==> src/rtl/sbf_pkg.sv <==
package sbf_pkg;

    localparam int STAT_W = 8;

    // Status byte bit positions
    localparam int FLG_C = 0;
    localparam int FLG_Z = 1;
    localparam int FLG_N = 2;
    localparam int FLG_V = 3;
    localparam int FLG_S = 4;
    localparam int FLG_H = 5;
    localparam int FLG_T = 6;
    localparam int FLG_I = 7;

    typedef enum logic [3:0] {
        SBF_IDLE   = 4'd0,
        SBF_ROTL   = 4'd1,
        SBF_ROTR   = 4'd2,
        SBF_SHRA   = 4'd3,
        SBF_HSWAP  = 4'd4,
        SBF_TSTORE = 4'd5,
        SBF_TLOAD  = 4'd6,
        SBF_FSET   = 4'd7,
        SBF_FCLR   = 4'd8,
        SBF_IOSET  = 4'd9,
        SBF_IOCLR  = 4'd10
    } sbf_op_e;

    typedef enum logic [1:0] {
        IO_NONE = 2'b00,
        IO_SET  = 2'b01,
        IO_CLR  = 2'b10
    } io_cmd_e;

    // Flags produced by a shift or rotate
    typedef struct packed {
        logic c;
        logic z;
        logic n;
        logic v;
        logic s;
        logic h;
    } shift_flags_t;

    function automatic logic is_shift(sbf_op_e op);
        return (op == SBF_ROTL) || (op == SBF_ROTR) || (op == SBF_SHRA);
    endfunction

    function automatic logic writes_result(sbf_op_e op);
        return is_shift(op) || (op == SBF_HSWAP) || (op == SBF_TLOAD);
    endfunction

endpackage

==> src/rtl/sbf_shifter.sv <==
module sbf_shifter
    import sbf_pkg::*;
#(
    parameter int DATA_W = 8,
    localparam int NIB = DATA_W / 2
) (
    input  sbf_op_e             op,
    input  logic [DATA_W-1:0]   a,
    input  logic                cin,
    output logic [DATA_W-1:0]   res,
    output logic                cout,
    output logic                hout
);

    // Rotate-left behaves as a + a + cin: the carry out of the low
    // half is the old bit at the top of that half.
    assign hout = a[NIB-1];

    always_comb begin
        res  = a;
        cout = cin;
        case (op)
            SBF_ROTL: begin
                res  = {a[DATA_W-2:0], cin};
                cout = a[DATA_W-1];
            end
            SBF_ROTR: begin
                res  = {cin, a[DATA_W-1:1]};
                cout = a[0];
            end
            SBF_SHRA: begin
                res  = {a[DATA_W-1], a[DATA_W-1:1]};
                cout = a[0];
            end
            SBF_HSWAP: begin
                res  = {a[NIB-1:0], a[DATA_W-1:NIB]};
            end
            default: ;
        endcase
    end

endmodule

==> src/rtl/sbf_bitxfer.sv <==
module sbf_bitxfer
    import sbf_pkg::*;
#(
    parameter int DATA_W = 8,
    localparam int IDX_W = $clog2(DATA_W)
) (
    input  sbf_op_e             op,
    input  logic [DATA_W-1:0]   a,
    input  logic [IDX_W-1:0]    idx,
    input  logic                tin,
    output logic [DATA_W-1:0]   ld_res,
    output logic                picked,
    output io_cmd_e             io_cmd,
    output logic [IDX_W-1:0]    io_idx
);

    logic [DATA_W-1:0] sel_hot;

    // One lane per bit: decode the index and splice T into that lane
    for (genvar i = 0; i < DATA_W; i++) begin : g_lane
        assign sel_hot[i] = (idx == IDX_W'(i));
        assign ld_res[i]  = sel_hot[i] ? tin : a[i];
    end

    assign picked = |(a & sel_hot);

    always_comb begin
        io_cmd = IO_NONE;
        io_idx = '0;
        case (op)
            SBF_IOSET: begin
                io_cmd = IO_SET;
                io_idx = idx;
            end
            SBF_IOCLR: begin
                io_cmd = IO_CLR;
                io_idx = idx;
            end
            default: ;
        endcase
    end

endmodule

==> src/rtl/sbf_flagcalc.sv <==
module sbf_flagcalc
    import sbf_pkg::*;
#(
    parameter int DATA_W = 8
) (
    input  sbf_op_e             op,
    input  logic [STAT_W-1:0]   stat_in,
    input  logic [DATA_W-1:0]   res,
    input  logic                cout,
    input  logic                hout,
    input  logic                tpick,
    input  logic [2:0]          fidx,
    output logic [STAT_W-1:0]   stat_next
);

    shift_flags_t sf;

    always_comb begin
        sf.c = cout;
        sf.z = (res == '0);
        sf.n = res[DATA_W-1];
        sf.v = sf.n ^ sf.c;
        sf.s = sf.n ^ sf.v;
        sf.h = hout;
    end

    always_comb begin
        stat_next = stat_in;
        if (is_shift(op)) begin
            stat_next[FLG_C] = sf.c;
            stat_next[FLG_Z] = sf.z;
            stat_next[FLG_N] = sf.n;
            stat_next[FLG_V] = sf.v;
            stat_next[FLG_S] = sf.s;
            if (op == SBF_ROTL) begin
                stat_next[FLG_H] = sf.h;
            end
        end
        case (op)
            SBF_TSTORE: stat_next[FLG_T] = tpick;
            SBF_FSET:   stat_next[fidx]  = 1'b1;
            SBF_FCLR:   stat_next[fidx]  = 1'b0;
            default: ;
        endcase
    end

endmodule

==> src/rtl/sbf_unit.sv <==
module sbf_unit
    import sbf_pkg::*;
#(
    parameter int DATA_W = 8,
    localparam int IDX_W = $clog2(DATA_W)
) (
    input  logic                clk,
    input  logic                rst,
    input  logic [3:0]          op_sel,
    input  logic [DATA_W-1:0]   opnd,
    input  logic [IDX_W-1:0]    bit_idx,
    input  logic [STAT_W-1:0]   stat_in,
    output logic [DATA_W-1:0]   res_out,
    output logic                res_we,
    output logic [STAT_W-1:0]   stat_out,
    output logic [1:0]          io_cmd,
    output logic [IDX_W-1:0]    io_bit
);

    sbf_op_e            op;
    logic [DATA_W-1:0]  sh_res;
    logic               sh_cout;
    logic               sh_hout;
    logic [DATA_W-1:0]  ld_res;
    logic               t_pick;
    io_cmd_e            io_cmd_d;
    logic [IDX_W-1:0]   io_idx_d;
    logic [STAT_W-1:0]  stat_d;
    logic [DATA_W-1:0]  res_d;
    logic               we_d;
    logic               live_q;

    assign op = sbf_op_e'(op_sel);

    sbf_shifter #(.DATA_W(DATA_W)) u_shifter (
        .op   (op),
        .a    (opnd),
        .cin  (stat_in[FLG_C]),
        .res  (sh_res),
        .cout (sh_cout),
        .hout (sh_hout)
    );

    sbf_bitxfer #(.DATA_W(DATA_W)) u_bitxfer (
        .op     (op),
        .a      (opnd),
        .idx    (bit_idx),
        .tin    (stat_in[FLG_T]),
        .ld_res (ld_res),
        .picked (t_pick),
        .io_cmd (io_cmd_d),
        .io_idx (io_idx_d)
    );

    sbf_flagcalc #(.DATA_W(DATA_W)) u_flagcalc (
        .op        (op),
        .stat_in   (stat_in),
        .res       (sh_res),
        .cout      (sh_cout),
        .hout      (sh_hout),
        .tpick     (t_pick),
        .fidx      (bit_idx[2:0]),
        .stat_next (stat_d)
    );

    always_comb begin
        we_d  = writes_result(op);
        res_d = '0;
        if (op == SBF_TLOAD) begin
            res_d = ld_res;
        end else if (we_d) begin
            res_d = sh_res;
        end
    end

    always_ff @(posedge clk) begin
        if (rst) begin
            res_out  <= '0;
            res_we   <= 1'b0;
            stat_out <= '0;
            io_cmd   <= IO_NONE;
            io_bit   <= '0;
            live_q   <= 1'b0;
        end else begin
            res_out  <= res_d;
            res_we   <= we_d;
            stat_out <= stat_d;
            io_cmd   <= io_cmd_d;
            io_bit   <= io_idx_d;
            live_q   <= 1'b1;
        end
    end

    // live_q marks that the previous edge was outside reset
    AST_RESET_CLEARS: assert property (@(posedge clk)
        rst |=> (!res_we && io_cmd == IO_NONE && stat_out == '0 && res_out == '0));
    AST_ROTL_CARRY_IN: assert property (@(posedge clk) disable iff (rst)
        (live_q && $past(op_sel) == 4'(SBF_ROTL)) |->
        (stat_out[FLG_C] == $past(opnd[DATA_W-1]) && res_out[0] == $past(stat_in[FLG_C])));
    AST_ROTR_CARRY_IN: assert property (@(posedge clk) disable iff (rst)
        (live_q && $past(op_sel) == 4'(SBF_ROTR)) |->
        (stat_out[FLG_C] == $past(opnd[0]) && res_out[DATA_W-1] == $past(stat_in[FLG_C])));
    AST_SHRA_SIGN_KEPT: assert property (@(posedge clk) disable iff (rst)
        (live_q && $past(op_sel) == 4'(SBF_SHRA)) |->
        (res_out[DATA_W-1] == $past(opnd[DATA_W-1]) && res_we));
    AST_SHIFT_OVF_RULE: assert property (@(posedge clk) disable iff (rst)
        (live_q && $past(op_sel) >= 4'(SBF_ROTL) && $past(op_sel) <= 4'(SBF_SHRA)) |->
        (stat_out[FLG_V] == (stat_out[FLG_N] ^ stat_out[FLG_C])
         && stat_out[FLG_T] == $past(stat_in[FLG_T])
         && stat_out[FLG_I] == $past(stat_in[FLG_I])));
    AST_SWAP_KEEPS_FLAGS: assert property (@(posedge clk) disable iff (rst)
        (live_q && $past(op_sel) == 4'(SBF_HSWAP)) |-> (stat_out == $past(stat_in)));
    AST_TSTORE_ONLY_T: assert property (@(posedge clk) disable iff (rst)
        (live_q && $past(op_sel) == 4'(SBF_TSTORE)) |->
        (((stat_out ^ $past(stat_in)) & ~(8'h1 << FLG_T)) == '0 && !res_we));
    AST_FSET_FORCES_BIT: assert property (@(posedge clk) disable iff (rst)
        (live_q && $past(op_sel) == 4'(SBF_FSET)) |->
        (stat_out == ($past(stat_in) | (8'h1 << $past(bit_idx[2:0])))));
    AST_IO_ONE_COMMAND: assert property (@(posedge clk) disable iff (rst)
        $onehot0(io_cmd));
    AST_NOWRITE_ZERO: assert property (@(posedge clk) disable iff (rst)
        !res_we |-> (res_out == '0));

endmodule

==> config.mk <==
export PLATFORM = sky130hd
export DESIGN_NAME = sbf_unit
export DESIGN_NICKNAME = d
export VERILOG_FILES = /design/src/rtl/sbf_pkg.sv /design/src/rtl/sbf_shifter.sv /design/src/rtl/sbf_bitxfer.sv /design/src/rtl/sbf_flagcalc.sv /design/src/rtl/sbf_unit.sv
export SDC_FILE = /design/constraint.sdc
export NUM_CORES = 1
export LEC_CHECK = 0
export CAP_MARGIN = 20
export CORE_MARGIN = 1
export CORE_UTILIZATION = 30
export DETAILED_ROUTE_END_ITERATION = 7
export SYNTH_ARGS = -nofsm -noshare
export SYNTH_HDL_FRONTEND = slang
export SYNTH_SLANG_ARGS = --single-unit
export TNS_END_PERCENT = 5
==> constraint.sdc <==
create_clock -name clk -period 3.4 [get_ports clk]
set_input_delay 0.34 -clock clk [delete_from_list [all_inputs] [get_ports clk]]
set_output_delay 0.34 -clock clk [all_outputs]
set_load 0.02 [all_outputs]
==> out/results.md <==
Outcome
- **run status** finished, final reports clean

CTS
- **number of buffers added by the clock tree synthesis step** 3
- **Setup Fix Bufs, Post-CTS** 0
- **H-tree level count** 1
- **clock tree from TritonCTS** done
- **clock-pin slew reported for the worst setup and hold paths after clock tree synthesis** 0.08 ns
- **root buf cell** clkbuf_8
- **quantity of hold-fixing buffers added after cts** 0
- **Max Root-Sink Buffers** 2
- **total clock sinks** 22
- **number of instances resized during post-cts repair** 0

Synthesis
- **total standard cell area after synthesis** 1400 sq um
- **post-synthesis area per instance** 8.21 sq um
- **sequential element share of the synthesized area** 31.6%
- **Post-Synthesis Cells** 170
- **number of enable flip-flop cells after synthesis** 0
- **asr flop ratio synth** 0%
- **area share of the largest cell type after synthesis** 31.6%
- **cells taking the most area after synthesis** dfxtp_1 (32%), nand3b_1 (8.6%), mux2_1 (4.8%), a21oi_1 (4.7%), nor2_1 (3.8%)
- **number of nets produced by synthesis** 195
- **dominant synthesized flop cell** dfxtp_1
- **Yosys cell types** 43
- **biggest area consumer among synthesized cells** dfxtp_1
- **Seq cells post-synth** 22
- **synthesis warning total** 0

Timing
- **Setup Total Neg Slack** 0 ns
- **Final period util** 68.2%
- **final number of max-transition violations** 0
- **Max Fclk** 431 MHz
- **tightest slew margin relative to the limit** 56.4%
- **slew at the pin with the worst max-slew slack** 0.651 ns
- **final count of negative-setup-slack endpoints** 0
- **number of failing hold endpoints at the final stage** 0
- **clock period minus worst slack** 2.32 ns
- **RSZ-0062 raised after global routing** false
- **worst hold-check slack** 0.670 ns

Hold path
- **worst min path class** in -> reg
- **Worst Hold Endpoint** stat_out[7]
- **Min-Delay Path Depth** 3
- **worst min-delay path startpoint** stat_in[7]

Floorplan
- **chip height** 70.2 um
- **Core Rows** 24
- **Die Wd** 70.2 um
- **number of top-level pins** 47
- **Starting Density** 31.6%
- **core area** 4410 sq um
- **die area** 4930 sq um

Worst setup path
- **nature of the critical path endpoint** register
- **data required time of the worst path** 3.60 ns
- **family with the most delay on the worst path** simple AND/OR/NAND/NOR gates
- **Critical-path top delay cell** clkdlybuf4s50_1
- **Crit Path Max Fanout** 22
- **worst path arrival time** 2.52 ns
- **kind of critical path** in -> reg
- **element type at the critical path start** input port
- **number of buffer and inverter stages on the critical path** 1
- **stage delay of the slowest cell on the critical path** 0.89 ns
- **stages on the worst setup path** 6
- **critical path, cell by cell** clkdlybuf4s50_1 > nor2b_1 > nand2_1 > nor2_1 > a221oi_1 > nor2_1
- **cell mode on critical path** nor2_1

Drt
- **detailed router's first-iteration violation count** 127
- **drc violations** 0
- **iteration count of the initial detailed-routing pass** 4
- **post-route ant nets** 0
- **Detailed Route WL** 4070 um
- **total number of vias** 1456
- **Vias per Instance** 5.58
- **DR WL/cell** 15.6 um

Finish
- **Non-Filler Cell Area, Final** 1930 sq um
- **antenna fix cells** 0
- **final non-filler cell total** 261
- **top library cells by usage in the layout, fill and taps aside** clkdlybuf4s50_1 (46), dfxtp_1 (22), nand3b_1 (16)
- **number of nets in the final layout** 235
- **P&R area growth vs syn** 38.7%
- **utilization after layout** 43.8%
- **leading cell type in the layout, fill and taps excluded** clkdlybuf4s50_1
- **layout cell share with drive strength beyond 1** 6.22%

Placement
- **placed inst area** 1880 sq um
- **IO Port Bufs** 46
- **placed wire-length estimate** 2930 um
- **placed insts** 257
- **placer congestion estimate** 0.872

Global route
- **global router's overall resource usage** 16.6%
- **maximum number of pins on one net before global-route repair** 23
- **wire length of the first global-routing pass** 6510 um
- **antenna violations before repair** 0
- **vias in the first global route** 1376
- **total gr overflow** 0

Power
- **maximum vdd drop** 0.000149 V
- **power density normalized to cell area** 327 nW/um^2
- **leakage power** 0.655 nW

Run
- **MaxCap Viol Count** 0

## cell usage after synthesis (2+ instances only)
master     n
a21oi_1   13
buf_2      3
a22o_1     2
nor2b_1    3
and2_1     4
nand3_1    9
inv_1      3
a31oi_1    3
nand2_1   11
dfxtp_1   22
o22ai_1    2
o21ai_0    4
nand4_1    2
o21ai_1    3
nand2b_1   3
o221ai_1   3
mux2_2     4
clkbuf_1   9
or2_1      2
nor2_1    14
a221oi_1   5
nor3_1     4
nand3b_1  16
nor3b_1    2
mux2_1     6
## area by class of cell
type | count | area, sq um
fillers | 455 | 2480
multi-input cells | 133 | 895
repair buffers | 47 | 468
flip-flops and latches | 22 | 440
well taps | 52 | 65.1
clock buffers | 4 | 55.1
inverters | 3 | 11.3
## stage by stage
stage / setup WS [ns] / power (mW)
floorplan: 1.72 / 0.371
global placement: 0.837 / 0.449
detailed placement: 0.882 / 0.449
CTS: 1.17 / 0.642
global route: 0.951 / 0.667
finish: 1.08 / 0.632
## metal layers
| metal | part of all wire (%) | up-vias | track usage [%] |
|---|---|---|---|
| li1 | - | 716 | - |
| met1 | 46 | 675 | 22.4 |
| met2 | 46 | 53 | 26.2 |
| met3 | 5.8 | 12 | 3.46 |
| met4 | 1.9 | 0 | 6.00 |
| met5 | 0 | - | 0 |
## report_power, final
| part | total, mW | internal (mW) | leakage, nW | switching, mW |
|---|---|---|---|---|
| sequential | 0.272 | 0.270 | 0.181 | 0.00277 |
| clock | 0.189 | 0.103 | 0.0288 | 0.0858 |
| combinational | 0.171 | 0.0815 | 0.446 | 0.0894 |
| total | 0.632 | 0.454 | 0.655 | 0.178 |
## kinds of logic (layout without fill, tap and decap cells)
kind of cell | after synthesis | in the layout | synth area share, %
mux | 11 | 11 | 8.79
flops | 22 | 22 | 31.6
simple gates | 75 | 75 | 30.4
buf+inv | 15 | 54 | 4.30
compound gates | 47 | 47 | 24.9
## worst max-delay path by stage
| stage | startpoint | endpoint | slack (ns) |
|---|---|---|---|
| after floorplan | opnd[4] | stat_out[1] | 1.72 |
| after global placement | bit_idx[1] | res_out[2] | 0.84 |
| after detailed placement | bit_idx[1] | res_out[2] | 0.88 |
| after CTS | bit_idx[1] | res_out[2] | 1.17 |
| after global routing | op_sel[2] | res_out[6] | 0.95 |
| final | op_sel[2] | res_out[3] | 1.08 |
## sequential cells by signal, summed over array words and instances, names as in the netlist
signal / flops
res_out: 8
stat_out: 8
io_bit: 3
io_cmd: 2
res_we: 1
Note: power is estimated with default switching activity, not from simulation.
